$ cat config.mk
export PLATFORM = sky130hd
export DESIGN_NAME = dp_link_trainer
export DESIGN_NICKNAME = d
export VERILOG_FILES = /design/src/rtl/dp_link_trainer.sv
export SDC_FILE = /design/constraint.sdc
export NUM_CORES = 1
export LEC_CHECK = 0
export ABC_AREA = 1
export BUFFER_PORTS_ARGS = -buffer_cell sky130_fd_sc_hd__buf_4
export CAP_MARGIN = 30
export CORE_AREA = 3 3 108 110
export CTS_CLUSTER_SIZE = 10
export DETAILED_ROUTE_END_ITERATION = 16
export DIE_AREA = 0 0 111 113
export GPL_ROUTABILITY_DRIVEN = 0
export PLACE_DENSITY = 0.82
export SLEW_MARGIN = 0
export SYNTH_ARGS = -nofsm -noshare
export SYNTH_HDL_FRONTEND = slang
export SYNTH_SLANG_ARGS = --single-unit
$ cat constraint.sdc
create_clock -name clk -period 2.7 [get_ports clk]
set_input_delay 0.135 -clock clk [delete_from_list [all_inputs] [get_ports clk]]
set_output_delay 0.135 -clock clk [all_outputs]
set_load 0.03 [all_outputs]
$ cat src/rtl/dp_link_trainer.sv
module dp_link_trainer #(
  parameter int ADDR_W    = 20,
  parameter int MAX_CR    = 5,
  parameter int MAX_EQ    = 5,
  parameter int POLL_WAIT = 8
) (
  input  logic              clk,
  input  logic              rst_n,
  input  logic              start,
  output logic              busy,
  output logic              done,
  output logic              pass,
  output logic [7:0]        link_rate,
  output logic [2:0]        link_lanes,
  output logic              aux_req,
  output logic              aux_wr,
  output logic [ADDR_W-1:0] aux_addr,
  output logic [7:0]        aux_wdata,
  input  logic              aux_done,
  input  logic [7:0]        aux_rdata,
  output logic [1:0]        tx_pattern,
  output logic [7:0]        tx_swing,
  output logic [7:0]        tx_pre
);
  localparam int CRW = $clog2(MAX_CR + 1);
  localparam int EQW = $clog2(MAX_EQ + 1);
  localparam int WW  = $clog2(POLL_WAIT + 1);

  localparam logic [ADDR_W-1:0] A_CAP_RATE = ADDR_W'(12'h001);
  localparam logic [ADDR_W-1:0] A_CAP_LANE = ADDR_W'(12'h002);
  localparam logic [ADDR_W-1:0] A_RATE     = ADDR_W'(12'h100);
  localparam logic [ADDR_W-1:0] A_COUNT    = ADDR_W'(12'h101);
  localparam logic [ADDR_W-1:0] A_PATTERN  = ADDR_W'(12'h102);
  localparam logic [ADDR_W-1:0] A_SET0     = ADDR_W'(12'h103);
  localparam logic [ADDR_W-1:0] A_STAT0    = ADDR_W'(12'h202);
  localparam logic [ADDR_W-1:0] A_STAT1    = ADDR_W'(12'h203);
  localparam logic [ADDR_W-1:0] A_ALIGN    = ADDR_W'(12'h204);
  localparam logic [ADDR_W-1:0] A_ADJ0     = ADDR_W'(12'h206);
  localparam logic [ADDR_W-1:0] A_ADJ1     = ADDR_W'(12'h207);
  localparam logic [ADDR_W-1:0] A_POWER    = ADDR_W'(12'h600);

  typedef enum logic [3:0] {
    S_IDLE, S_RATE, S_LCNT, S_PWR, S_BW, S_CNT, S_PAT, S_SET,
    S_WAIT, S_ST0, S_ST1, S_ALN, S_ADJ0, S_ADJ1, S_EVAL, S_OFF
  } state_t;

  state_t state;
  logic   eq_phase, ok;
  logic [1:0]            idx;
  logic [WW-1:0]         wcnt;
  logic [3:0][2:0]       st_q;
  logic                  aln_q;
  logic [15:0]           adj_q;
  logic [3:0][7:0]       set_q;
  logic [3:0][CRW-1:0]   cr_cnt;
  logic [EQW-1:0]        eq_cnt;

  logic [3:0]      act, same;
  logic [3:0][1:0] rv, rp;
  logic [3:0][7:0] new_set;
  logic            cr_ok, eq_ok, cr_bad;

  always_comb begin
    cr_ok  = 1'b1;
    eq_ok  = aln_q;
    cr_bad = 1'b0;
    for (int n = 0; n < 4; n++) begin
      act[n]     = 3'(n) < link_lanes;
      rv[n]      = adj_q[4*n +: 2];
      rp[n]      = adj_q[4*n+2 +: 2];
      new_set[n] = {2'b00, rp[n] == 2'd3, rp[n], rv[n] == 2'd3, rv[n]};
      same[n]    = act[n] && tx_swing[2*n +: 2] == rv[n] && tx_pre[2*n +: 2] == rp[n];
      if (act[n] && !st_q[n][0])          cr_ok = 1'b0;
      if (act[n] && st_q[n] != 3'b111)    eq_ok = 1'b0;
      if (act[n] && (rv[n] == 2'd3 || rp[n] == 2'd3)) cr_bad = 1'b1;
      if (same[n] && cr_cnt[n] == CRW'(MAX_CR - 1))   cr_bad = 1'b1;
    end
  end

  always_comb begin
    aux_req   = 1'b1;
    aux_wr    = 1'b0;
    aux_addr  = '0;
    aux_wdata = 8'h00;
    case (state)
      S_RATE: aux_addr = A_CAP_RATE;
      S_LCNT: aux_addr = A_CAP_LANE;
      S_PWR:  begin aux_wr = 1'b1; aux_addr = A_POWER;   aux_wdata = 8'h01; end
      S_BW:   begin aux_wr = 1'b1; aux_addr = A_RATE;    aux_wdata = link_rate; end
      S_CNT:  begin aux_wr = 1'b1; aux_addr = A_COUNT;   aux_wdata = {5'd0, link_lanes}; end
      S_PAT:  begin aux_wr = 1'b1; aux_addr = A_PATTERN; aux_wdata = eq_phase ? 8'h22 : 8'h21; end
      S_SET:  begin aux_wr = 1'b1; aux_addr = A_SET0 + ADDR_W'(idx); aux_wdata = set_q[idx]; end
      S_ST0:  aux_addr = A_STAT0;
      S_ST1:  aux_addr = A_STAT1;
      S_ALN:  aux_addr = A_ALIGN;
      S_ADJ0: aux_addr = A_ADJ0;
      S_ADJ1: aux_addr = A_ADJ1;
      S_OFF:  begin aux_wr = 1'b1; aux_addr = A_PATTERN; aux_wdata = 8'h00; end
      default: aux_req = 1'b0;
    endcase
  end

  always_ff @(posedge clk or negedge rst_n) begin
    if (!rst_n) begin
      state      <= S_IDLE;
      busy       <= 1'b0;
      done       <= 1'b0;
      pass       <= 1'b0;
      ok         <= 1'b0;
      eq_phase   <= 1'b0;
      link_rate  <= 8'h00;
      link_lanes <= 3'd0;
      tx_pattern <= 2'd0;
      tx_swing   <= 8'h00;
      tx_pre     <= 8'h00;
      idx        <= 2'd0;
      wcnt       <= '0;
      st_q       <= '0;
      aln_q      <= 1'b0;
      adj_q      <= 16'h0000;
      set_q      <= '0;
      cr_cnt     <= '0;
      eq_cnt     <= '0;
    end else begin
      case (state)
        S_IDLE: if (start) begin
          busy     <= 1'b1;
          done     <= 1'b0;
          pass     <= 1'b0;
          eq_phase <= 1'b0;
          state    <= S_RATE;
        end
        S_RATE: if (aux_done) begin
          link_rate <= (aux_rdata == 8'h06 || aux_rdata == 8'h0A) ? aux_rdata : 8'h06;
          state     <= S_LCNT;
        end
        S_LCNT: if (aux_done) begin
          link_lanes <= (aux_rdata[4:0] == 5'd1) ? 3'd1 :
                        (aux_rdata[4:0] == 5'd2) ? 3'd2 : 3'd4;
          state      <= S_PWR;
        end
        S_PWR: if (aux_done) state <= S_BW;
        S_BW:  if (aux_done) state <= S_CNT;
        S_CNT: if (aux_done) begin
          tx_pattern <= 2'd1;
          for (int n = 0; n < 4; n++) begin
            tx_swing[2*n +: 2] <= 2'd0;
            tx_pre[2*n +: 2]   <= act[n] ? 2'd1 : 2'd0;
          end
          set_q  <= '0;
          cr_cnt <= '0;
          eq_cnt <= '0;
          state  <= S_PAT;
        end
        S_PAT: if (aux_done) begin
          idx   <= 2'd0;
          state <= S_SET;
        end
        S_SET: if (aux_done) begin
          if ({1'b0, idx} == link_lanes - 3'd1) begin
            idx   <= 2'd0;
            state <= S_WAIT;
          end else begin
            idx <= idx + 2'd1;
          end
        end
        S_WAIT: begin
          if (wcnt == WW'(POLL_WAIT - 1)) begin
            wcnt  <= '0;
            state <= S_ST0;
          end else begin
            wcnt <= wcnt + WW'(1);
          end
        end
        S_ST0: if (aux_done) begin
          st_q[0] <= aux_rdata[2:0];
          st_q[1] <= aux_rdata[6:4];
          state   <= S_ST1;
        end
        S_ST1: if (aux_done) begin
          st_q[2] <= aux_rdata[2:0];
          st_q[3] <= aux_rdata[6:4];
          state   <= eq_phase ? S_ALN : S_ADJ0;
        end
        S_ALN: if (aux_done) begin
          aln_q <= aux_rdata[0];
          state <= S_ADJ0;
        end
        S_ADJ0: if (aux_done) begin
          adj_q[7:0] <= aux_rdata;
          state      <= S_ADJ1;
        end
        S_ADJ1: if (aux_done) begin
          adj_q[15:8] <= aux_rdata;
          state       <= S_EVAL;
        end
        S_EVAL: begin
          if ((!eq_phase && !cr_ok && cr_bad) || (eq_phase && !cr_ok) ||
              (eq_phase && !eq_ok && eq_cnt == EQW'(MAX_EQ))) begin
            ok         <= 1'b0;
            tx_pattern <= 2'd0;
            state      <= S_OFF;
          end else if (eq_phase && eq_ok) begin
            ok         <= 1'b1;
            tx_pattern <= 2'd0;
            state      <= S_OFF;
          end else begin
            for (int n = 0; n < 4; n++) begin
              if (act[n]) begin
                tx_swing[2*n +: 2] <= rv[n];
                tx_pre[2*n +: 2]   <= rp[n];
                set_q[n]           <= new_set[n];
                if (!eq_phase && !cr_ok && same[n]) cr_cnt[n] <= cr_cnt[n] + CRW'(1);
              end
            end
            if (!eq_phase && cr_ok) begin
              eq_phase   <= 1'b1;
              tx_pattern <= 2'd2;
              state      <= S_PAT;
            end else begin
              if (eq_phase) eq_cnt <= eq_cnt + EQW'(1);
              idx   <= 2'd0;
              state <= S_SET;
            end
          end
        end
        S_OFF: if (aux_done) begin
          busy  <= 1'b0;
          done  <= 1'b1;
          pass  <= ok;
          state <= S_IDLE;
        end
        default: state <= S_IDLE;
      endcase
    end
  end
endmodule

==> results by group, run 1 <==
Logic synthesis
  – Post-synth top area share: 42.1%
  – Syn Area/Cell: 7.44 µm²
  – Cell types occupying the most area after synthesis: sky130_fd_sc_hd__dfrtp_1 (42%), sky130_fd_sc_hd__nand2_1 (14%), sky130_fd_sc_hd__inv_1 (5.5%)
  – Mapped Cells: approximately 800
  – Share of synthesized area occupied by flip-flops and latches: 42.1%
  – Post-synthesis async set-or-reset flop share: 100%
  – Number of synthesized flops with an enable pin: 0
  – Mapped Area: 0.00594 mm²
  – Number of storage elements in the synthesis netlist: 100
  – Most used flip-flop cell after synthesis: sky130_fd_sc_hd__dfrtp_1
  – Distinct cells, synth: between 40 and 50
  – Dominant cell type by area after synthesis: sky130_fd_sc_hd__dfrtp_1
  – Count of yosys warnings during synthesis: 0

Layout
  – Final std cell area, no fill: 0.00654 mm²
  – Fraction of final layout cells sized beyond drive strength 1: 14.5%
  – Layout-stage area growth over the synthesis result: 9.98%
  – Final standard cell utilization of the core: 60.5%
  – Filler cell count: 950
  – Final Net Count: 865
  – Antenna diode instance count: 0
  – Fin cells: 984

Placement
  – Detailed-placement wirelength estimate: 10900 µm
  – Total cell area at the placement stage: 0.00632 mm²
  – Placed instance count: just under 1000
  – Worst setup slack after placement: 0.359 ns
  – Port Buffer Count: 59

Clocking
  – CTS tree: built
  – Root buffer cell: sky130_fd_sc_hd__clkbuf_8
  – TritonCTS Sinks: 100
  – H-Tree Level Count: 3
  – Inserted Clock Buffers: 9
  – Buffer levels on the longest clock path: 2
  – # Post-CTS Setup Buffers: 0
  – Clock latency on the worst-skew pair: around 0.38 ns
  – Clock-pin slew of the registers on the worst-case setup and hold paths: 0.10 ns

Setup path
  – Data required time of the worst path: ~2.6 ns
  – Register-to-register path setup slack: 0.30 ns
  – WP data arrival: 2.33 ns
  – Launch point of the worst reg-to-reg path: link_lanes[2]$_DFFE_PN0P_
  – RR Endpoint: set_q[4]$_DFFE_PN0P_
  – Critical Setup Path Class: reg2out
  – R2R cell count: 14
  – Highest fanout seen on the critical path: 15
  – Element type at the critical path start: register
  – Endpoint kind of the worst setup timing path: primary output

STA
  – Least-Margin Pin Slew: 0.540 ns
  – Setup repair after global routing missed its margin: no
  – Final slew viol count: 0
  – Tcrit/Tclk final: 91.3%
  – Worst slew margin: 64.0%
  – Final min period: 2.47 ns
  – Worst clock skew: 0.0116 ns
  – Aggregate negative setup slack: 0 ns
  – Final-report hold violation count: 0
  – Achievable Freq: 0.406 GHz
  – Smallest hold slack: 0.0623 ns
  – Setup slack of the critical path after layout: 0.234 ns
  – Final setup viols: 0

Global route
  – Remaining Overflow, GRT: 0
  – Global-route wire length before repair: 24000 µm
  – Via count of the first global-routing pass: 4917
  – Pin count of the biggest net entering global routing: 82
  – Global-route usage over all layers: between 20% and 30%
  – Initial antenna violation count: 0

Routing
  – Number of iterations in the first detailed-routing pass: 6
  – Count of nets left with antenna violations after detail routing: 0
  – Via count normalized by instance count: 5.38
  – Post-Route WL: 14800 µm
  – Wire length per cell after detailed routing: roughly 15 µm
  – Remaining routing DRC violations: 0
  – Initial DRC Count: 441
  – Total number of vias: 5293

Worst hold path
  – Type of the most critical hold path: in2reg
  – Startpoint of the lowest-slack hold path: aux_rdata[0]
  – Cells on Worst Hold Path: 3
  – Hold worst-path end: link_lanes[2]$_DFFE_PN0P_

Floorplan
  – Core Rows: 38
  – Number of top-level pins: 74
  – Initial Utilization: a little under three fifths
  – Die Ht: 113 µm
  – Width of the die: between 100 and 150 µm
  – Total die area: between 0.01 and 0.015 mm²
  – Area of the core region: 0.0108 mm²

Pwr
  – Power density over cell area: 455 mW/mm²
  – Final Total Pwr: 2.97 mW
  – Static Leakage: between 3 and 4 nW
  – Maximum resistive drop on vdd: approximately 0.00034 V

Run status
  – Result of the run: complete, no violations

Flow run
  – Number of max-cap violations: 0
## critical path: stages (launching register included)
cell and delay, ns:
sky130_fd_sc_hd__dfrtp_1 0.69, sky130_fd_sc_hd__inv_1 0.37, sky130_fd_sc_hd__a21oi_1 0.21, sky130_fd_sc_hd__o21ai_0 0.10
sky130_fd_sc_hd__o21ai_0 0.17, sky130_fd_sc_hd__nand2_1 0.12, sky130_fd_sc_hd__o21ai_0 0.10, sky130_fd_sc_hd__buf_4 0.18
## cells in the mapped netlist, drive strengths merged, types with 2 or more instances
| library cell | n |
|---|---|
| a21oi | 18 |
| buf | 35 |
| clkbuf | 12 |
| dfrtp | 100 |
| ha | 14 |
| inv | 98 |
| nand2 | 239 |
| nand3 | 48 |
| nand4 | 25 |
| nor2 | 92 |
| nor3 | 8 |
| o2111ai | 2 |
| o211ai | 2 |
| o21a | 2 |
| o21ai | 67 |
| o21bai | 2 |
| o221ai | 2 |
| o22ai | 5 |
| o31ai | 3 |
| or2 | 2 |
| xnor2 | 10 |
| xor2 | 5 |
## final cells by class
| type | instances | area, µm² | share of cell area (%) |
|---|---|---|---|
| Multi-Input combinational cell | 566 | 2800 | 42.8 |
| Timing Repair Buffer | 63 | 488 | 7.47 |
| Tap cell | 140 | 175 | 2.68 |
| Clock buffer | 10 | 138 | 2.11 |
| Inverter | 99 | 372 | 5.69 |
| Sequential cell | 100 | 2500 | 38.3 |
| Clock inverter | 6 | 63.8 | 0.976 |
## timing repair
item,in CTS,in global routing
endpoints found under the hold margin,19,0
hold buffers,1,0
resized for setup,0,0
## cell usage in the layout, fill, tap and decap left out, types with 2 or more instances in the layout
cell type	instances
sky130_fd_sc_hd__clkbuf_8	10
sky130_fd_sc_hd__nand3_2	7
sky130_fd_sc_hd__o21ai_0	64
sky130_fd_sc_hd__a21oi_2	2
sky130_fd_sc_hd__nand2_4	5
sky130_fd_sc_hd__dfrtp_1	100
sky130_fd_sc_hd__nand2_2	6
sky130_fd_sc_hd__inv_2	11
sky130_fd_sc_hd__inv_1	87
sky130_fd_sc_hd__nand3_1	41
sky130_fd_sc_hd__o2111ai_1	2
sky130_fd_sc_hd__buf_4	61
sky130_fd_sc_hd__o21ai_1	2
sky130_fd_sc_hd__nor2_1	85
sky130_fd_sc_hd__xnor2_1	10
sky130_fd_sc_hd__o221ai_1	2
sky130_fd_sc_hd__xor2_1	5
sky130_fd_sc_hd__o22ai_1	5
sky130_fd_sc_hd__nor2_2	6
sky130_fd_sc_hd__nand2_1	228
sky130_fd_sc_hd__a21oi_1	16
sky130_fd_sc_hd__clkinvlp_4	2
sky130_fd_sc_hd__o21a_1	2
sky130_fd_sc_hd__o21bai_1	2
sky130_fd_sc_hd__nor3_1	8
sky130_fd_sc_hd__nand4_1	25
sky130_fd_sc_hd__clkinv_2	2
sky130_fd_sc_hd__conb_1	14
sky130_fd_sc_hd__ha_1	14
sky130_fd_sc_hd__o31ai_2	2
## power breakdown
group	internal, mW	total, mW	leakage (nW)	switching, mW
Clock	0.452	0.992	0.0983	0.540
Combinational	0.137	0.441	1.92	0.303
Sequential	1.51	1.54	1.32	0.0335
## flip-flops by register name (all words and copies together) (netlist names), 8 cells and up
name / flops
link_rate: 8
st_q: 12
adj_q: 16
set_q: 20
cr_cnt: 12
## kinds of logic after synthesis
group	Yosys count	share of synthesized area, %
buf+inv	146	11.6
simple gates	415	30.4
mux	1	0.190
flops	100	42.1
xor+xnor	15	2.21
fa+ha+maj	14	2.95
compound gates	107	10.4
other cells	1	0.0631
## how the worst max path moves through the flow
| stage | startpoint | to | slack [ns] | cells past startpoint |
|---|---|---|---|---|
| floorplan | link_lanes[1]$_DFFE_PN0P_ | set_q[17]$_DFFE_PN0P_ | 0.75 | 15 |
| global placement | link_lanes[2]$_DFFE_PN0P_ | set_q[1]$_DFFE_PN0P_ | 0.45 | 12 |
| detailed placement | link_lanes[2]$_DFFE_PN0P_ | set_q[4]$_DFFE_PN0P_ | 0.36 | 12 |
| CTS | idx[0]$_DFFE_PN0P_ | aux_addr[1] | 0.27 | 6 |
| global route | link_lanes[2]$_DFFE_PN0P_ | set_q[4]$_DFFE_PN0P_ | 0.06 | 12 |
| finish | idx[0]$_DFFE_PN0P_ | aux_wdata[4] | 0.23 | 7 |
## metal layers
metal	routed length, µm	vias up	track usage, %
met4	550	0	12.3
met5	0	-	0
met2	6460	237	36.7
met1	6560	2410	32.8
li1	-	2598	-
met3	1240	48	4.44
Note: power is estimated with default switching activity, not from simulation.
==> inputs of run 2 (changes only) <==
Settings changed: GPL_TIMING_DRIVEN set to 0, MAX_ROUTING_LAYER set to met4, SETUP_SLACK_MARGIN set to 0.4.
==> run 2 against run 1 <==
Compared with the run above:
- setup slack better by 0.24 ns
- sequential power about the same
- non-clock buffer count up 44
- first-iteration DRC count down 2.5%
- register-to-register slack better by 0.26 ns
- critical path type unchanged
- largest power group unchanged
- highest routed layer unchanged
==> results by group, run 2 (synthesis results as in run 1) <==
Setup path
  – Family with the most delay on the worst path: compound AO/OA/AOI/OAI gates
  – Launch point of the worst reg-to-reg path: state[1]$_DFFE_PN0P_
  – Critical Setup Path Class: reg2out
  – Element type at the critical path start: register
  – WP data arrival: around 2.1 ns
  – Buffering stage count on the worst path with inverters included: 3
  – Endpoint kind of the worst setup timing path: primary output
  – RR Endpoint: cr_cnt[4]$_DFFE_PN0P_
  – Depth of the critical timing path with buffers and inverters included: 7
  – Highest fanout seen on the critical path: 10
  – Register-to-register path setup slack: 0.56 ns
  – Cell at the slowest stage of the critical path: sky130_fd_sc_hd__dfrtp_1
  – Crit. Startpoint: idx[0]$_DFFE_PN0P_
  – Chain of cells forming the critical path: inv_1 -> clkbuf_2 -> o21ai_0 -> o21ai_0 -> nand2_1 -> o21ai_0 -> buf_4
  – Largest incremental delay on the critical path: 0.46 ns
  – Critical Path End: aux_wdata[4]
  – R2R cell count: 10
  – Data required time of the worst path: 2.57 ns
  – Most Frequent Cell on Critical Path: sky130_fd_sc_hd__o21ai_0

Pwr
  – Proportion of total power due to net switching: 28.4%
  – Fraction of power consumed by sequential logic: 50.6%
  – Final Total Pwr: approximately 3.0 mW
  – Power density over cell area: ~440 mW/mm²
  – Maximum resistive drop on vdd: 0.000338 V
  – Power spent charging and discharging nets: 0.848 mW
  – Internal power consumption: 2.14 mW
  – Static Leakage: 3.53 nW
  – Comb pwr share: approximately 16%
  – Clock network fraction of design power: 33.3%

Layout
  – Layout-stage area growth over the synthesis result: 15.2%
  – Leading registers by flop count: set_q (20), adj_q (16)
  – Register with the highest flop count: set_q
  – Number of flip-flops in the largest register: 20
  – Highest-count cells in the layout ignoring fill and taps: sky130_fd_sc_hd__nand2_1 (228), sky130_fd_sc_hd__dfrtp_1 (99), sky130_fd_sc_hd__buf_4 (88)
  – Most common library cell in the layout ignoring fill and taps: sky130_fd_sc_hd__nand2_1
  – Fraction of final layout cells sized beyond drive strength 1: 17.7%
  – Filler cell count: ~950
  – Final Net Count: 909
  – Antenna diode instance count: 0

STA
  – Tcrit/Tclk final: ~80%
  – Achievable Freq: 0.449 GHz
  – Smallest hold slack: 0.0795 ns
  – Worst slew margin: 63.5%
  – Final-report hold violation count: 0
  – Least-Margin Pin Slew: 0.548 ns
  – Final min period: between 2 and 2.5 ns
  – Worst clock skew: about 0.016 ns
  – Final setup viols: 0
  – Final slew viol count: 0
  – Aggregate negative setup slack: 0 ns
  – Setup repair after global routing missed its margin: no

Global route
  – Initial antenna violation count: 0
  – Via count of the first global-routing pass: 5027
  – Pin count of the biggest net entering global routing: 67
  – Remaining Overflow, GRT: 0
  – Global-route usage over all layers: 25.0%
  – Global-route wire length before repair: roughly 24000 µm

Clocking
  – H-Tree Level Count: 3
  – Clock-pin slew of the registers on the worst-case setup and hold paths: 0.09 ns
  – Buffer levels on the longest clock path: 2
  – TritonCTS Sinks: 100
  – CTS tree: built
  – Clock latency on the worst-skew pair: 0.37 ns
  – Root buffer cell: sky130_fd_sc_hd__clkbuf_8
  – # Post-CTS Setup Buffers: 0
  – Inserted Clock Buffers: 9

Floorplan
  – Total die area: 0.0125 mm²
  – Width of the die: 111 µm
  – Core Rows: 38
  – Area of the core region: 0.0108 mm²
  – Number of top-level pins: between 70 and 80
  – Die Ht: 113 µm
  – Initial Utilization: 55.1%

Routing
  – Post-Route WL: roughly 15000 µm
  – Initial DRC Count: 430
  – Via count normalized by instance count: 5.36
  – Number of iterations in the first detailed-routing pass: 6
  – Wire length per cell after detailed routing: 14.6 µm
  – Remaining routing DRC violations: 0
  – Count of nets left with antenna violations after detail routing: 0
  – Total number of vias: 5504

Run status
  – Result of the run: complete, no violations

Placement
  – Port Buffer Count: 58
  – Detailed-placement wirelength estimate: 11400 µm

Worst hold path
  – Type of the most critical hold path: in2reg

Flow run
  – Number of max-cap violations: 0
run 2: cell types whose count changed in the layout (fill, tap and decap cells not counted), sizes merged:
cell | before | now
buf | 62 | 94
clkbuf | 10 | 24
clkinvlp | 2 | 1
clkinv | 4 | 2
run 2: power groups by stage:
stage               clock (mW)  combinational, mW  sequential (mW)
floorplan                    0              0.288             1.54
global placement             0              0.462             1.54
detailed placement           0              0.469             1.54
CTS                       1.00              0.472             1.51
global route              1.06              0.520             1.51
finish                   0.996              0.480             1.51
run 2: metal layers:
layer | GRT usage [%] | vias to the layer above | wire length, µm
li1 | - | 2690 | -
met4 | 10.3 | 0 | 422
met2 | 38.7 | 228 | 6950
met5 | - | - | 0
met3 | 4.06 | 26 | 1020
met1 | 33.0 | 2560 | 6610
run 2: metrics by stage:
step / instances / util, % / setup WS [ns] / cell area, µm²
final: 1027 / 63.4 / 0.474 / 6850
after global placement: 1010 / 61.2 / 0.602 / 6600
after global routing: 1027 / 63.4 / 0.404 / 6850
after floorplan: 812 / - / 0.746 / 5990
after detailed placement: 1011 / 61.4 / 0.609 / 6630
after CTS: 1027 / 63.4 / 0.482 / 6840
run 2: area by class of cell:
cell class	instances	area [µm²]	area share, %
plain buffers	47	324	4.73
clock buffers	12	155	2.27
clock inverters	3	46.3	0.676
inverters	99	372	5.43
multi-input cells	566	2800	40.9
flip-flops and latches	100	2500	36.6
well taps	140	175	2.56
repair buffers	60	473	6.91
run 2: worst min path at each step:
| stage | start | end | cells past startpoint |
|---|---|---|---|
| 6_report | aux_rdata[0] | link_lanes[2]$_DFFE_PN0P_ | 3 |
| 3_5_place_dp | rst_n | st_q[8]$_DFFE_PN0P_ | 1 |
| 5_1_grt | aux_rdata[0] | link_lanes[1]$_DFFE_PN0P_ | 4 |
| 2_1_floorplan | rst_n | adj_q[0]$_DFFE_PN0P_ | 0 |
| 4_1_cts | aux_rdata[0] | link_lanes[2]$_DFFE_PN0P_ | 3 |
| 3_3_place_gp | set_q[5]$_DFFE_PN0P_ | set_q[5]$_DFFE_PN0P_ | 2 |
run 2: what timing repair did:
action                                  CTS  global route
resized for setup                         1             6
endpoints found under the setup margin    1            37
hold buffers                              1             0
hold endpoints to repair                 34             0
run 2: worst min-delay path: stages:
cell and delay (ns):
sky130_fd_sc_hd__buf_4 0.10, sky130_fd_sc_hd__nor3_1 0.06, sky130_fd_sc_hd__o22ai_1 0.11
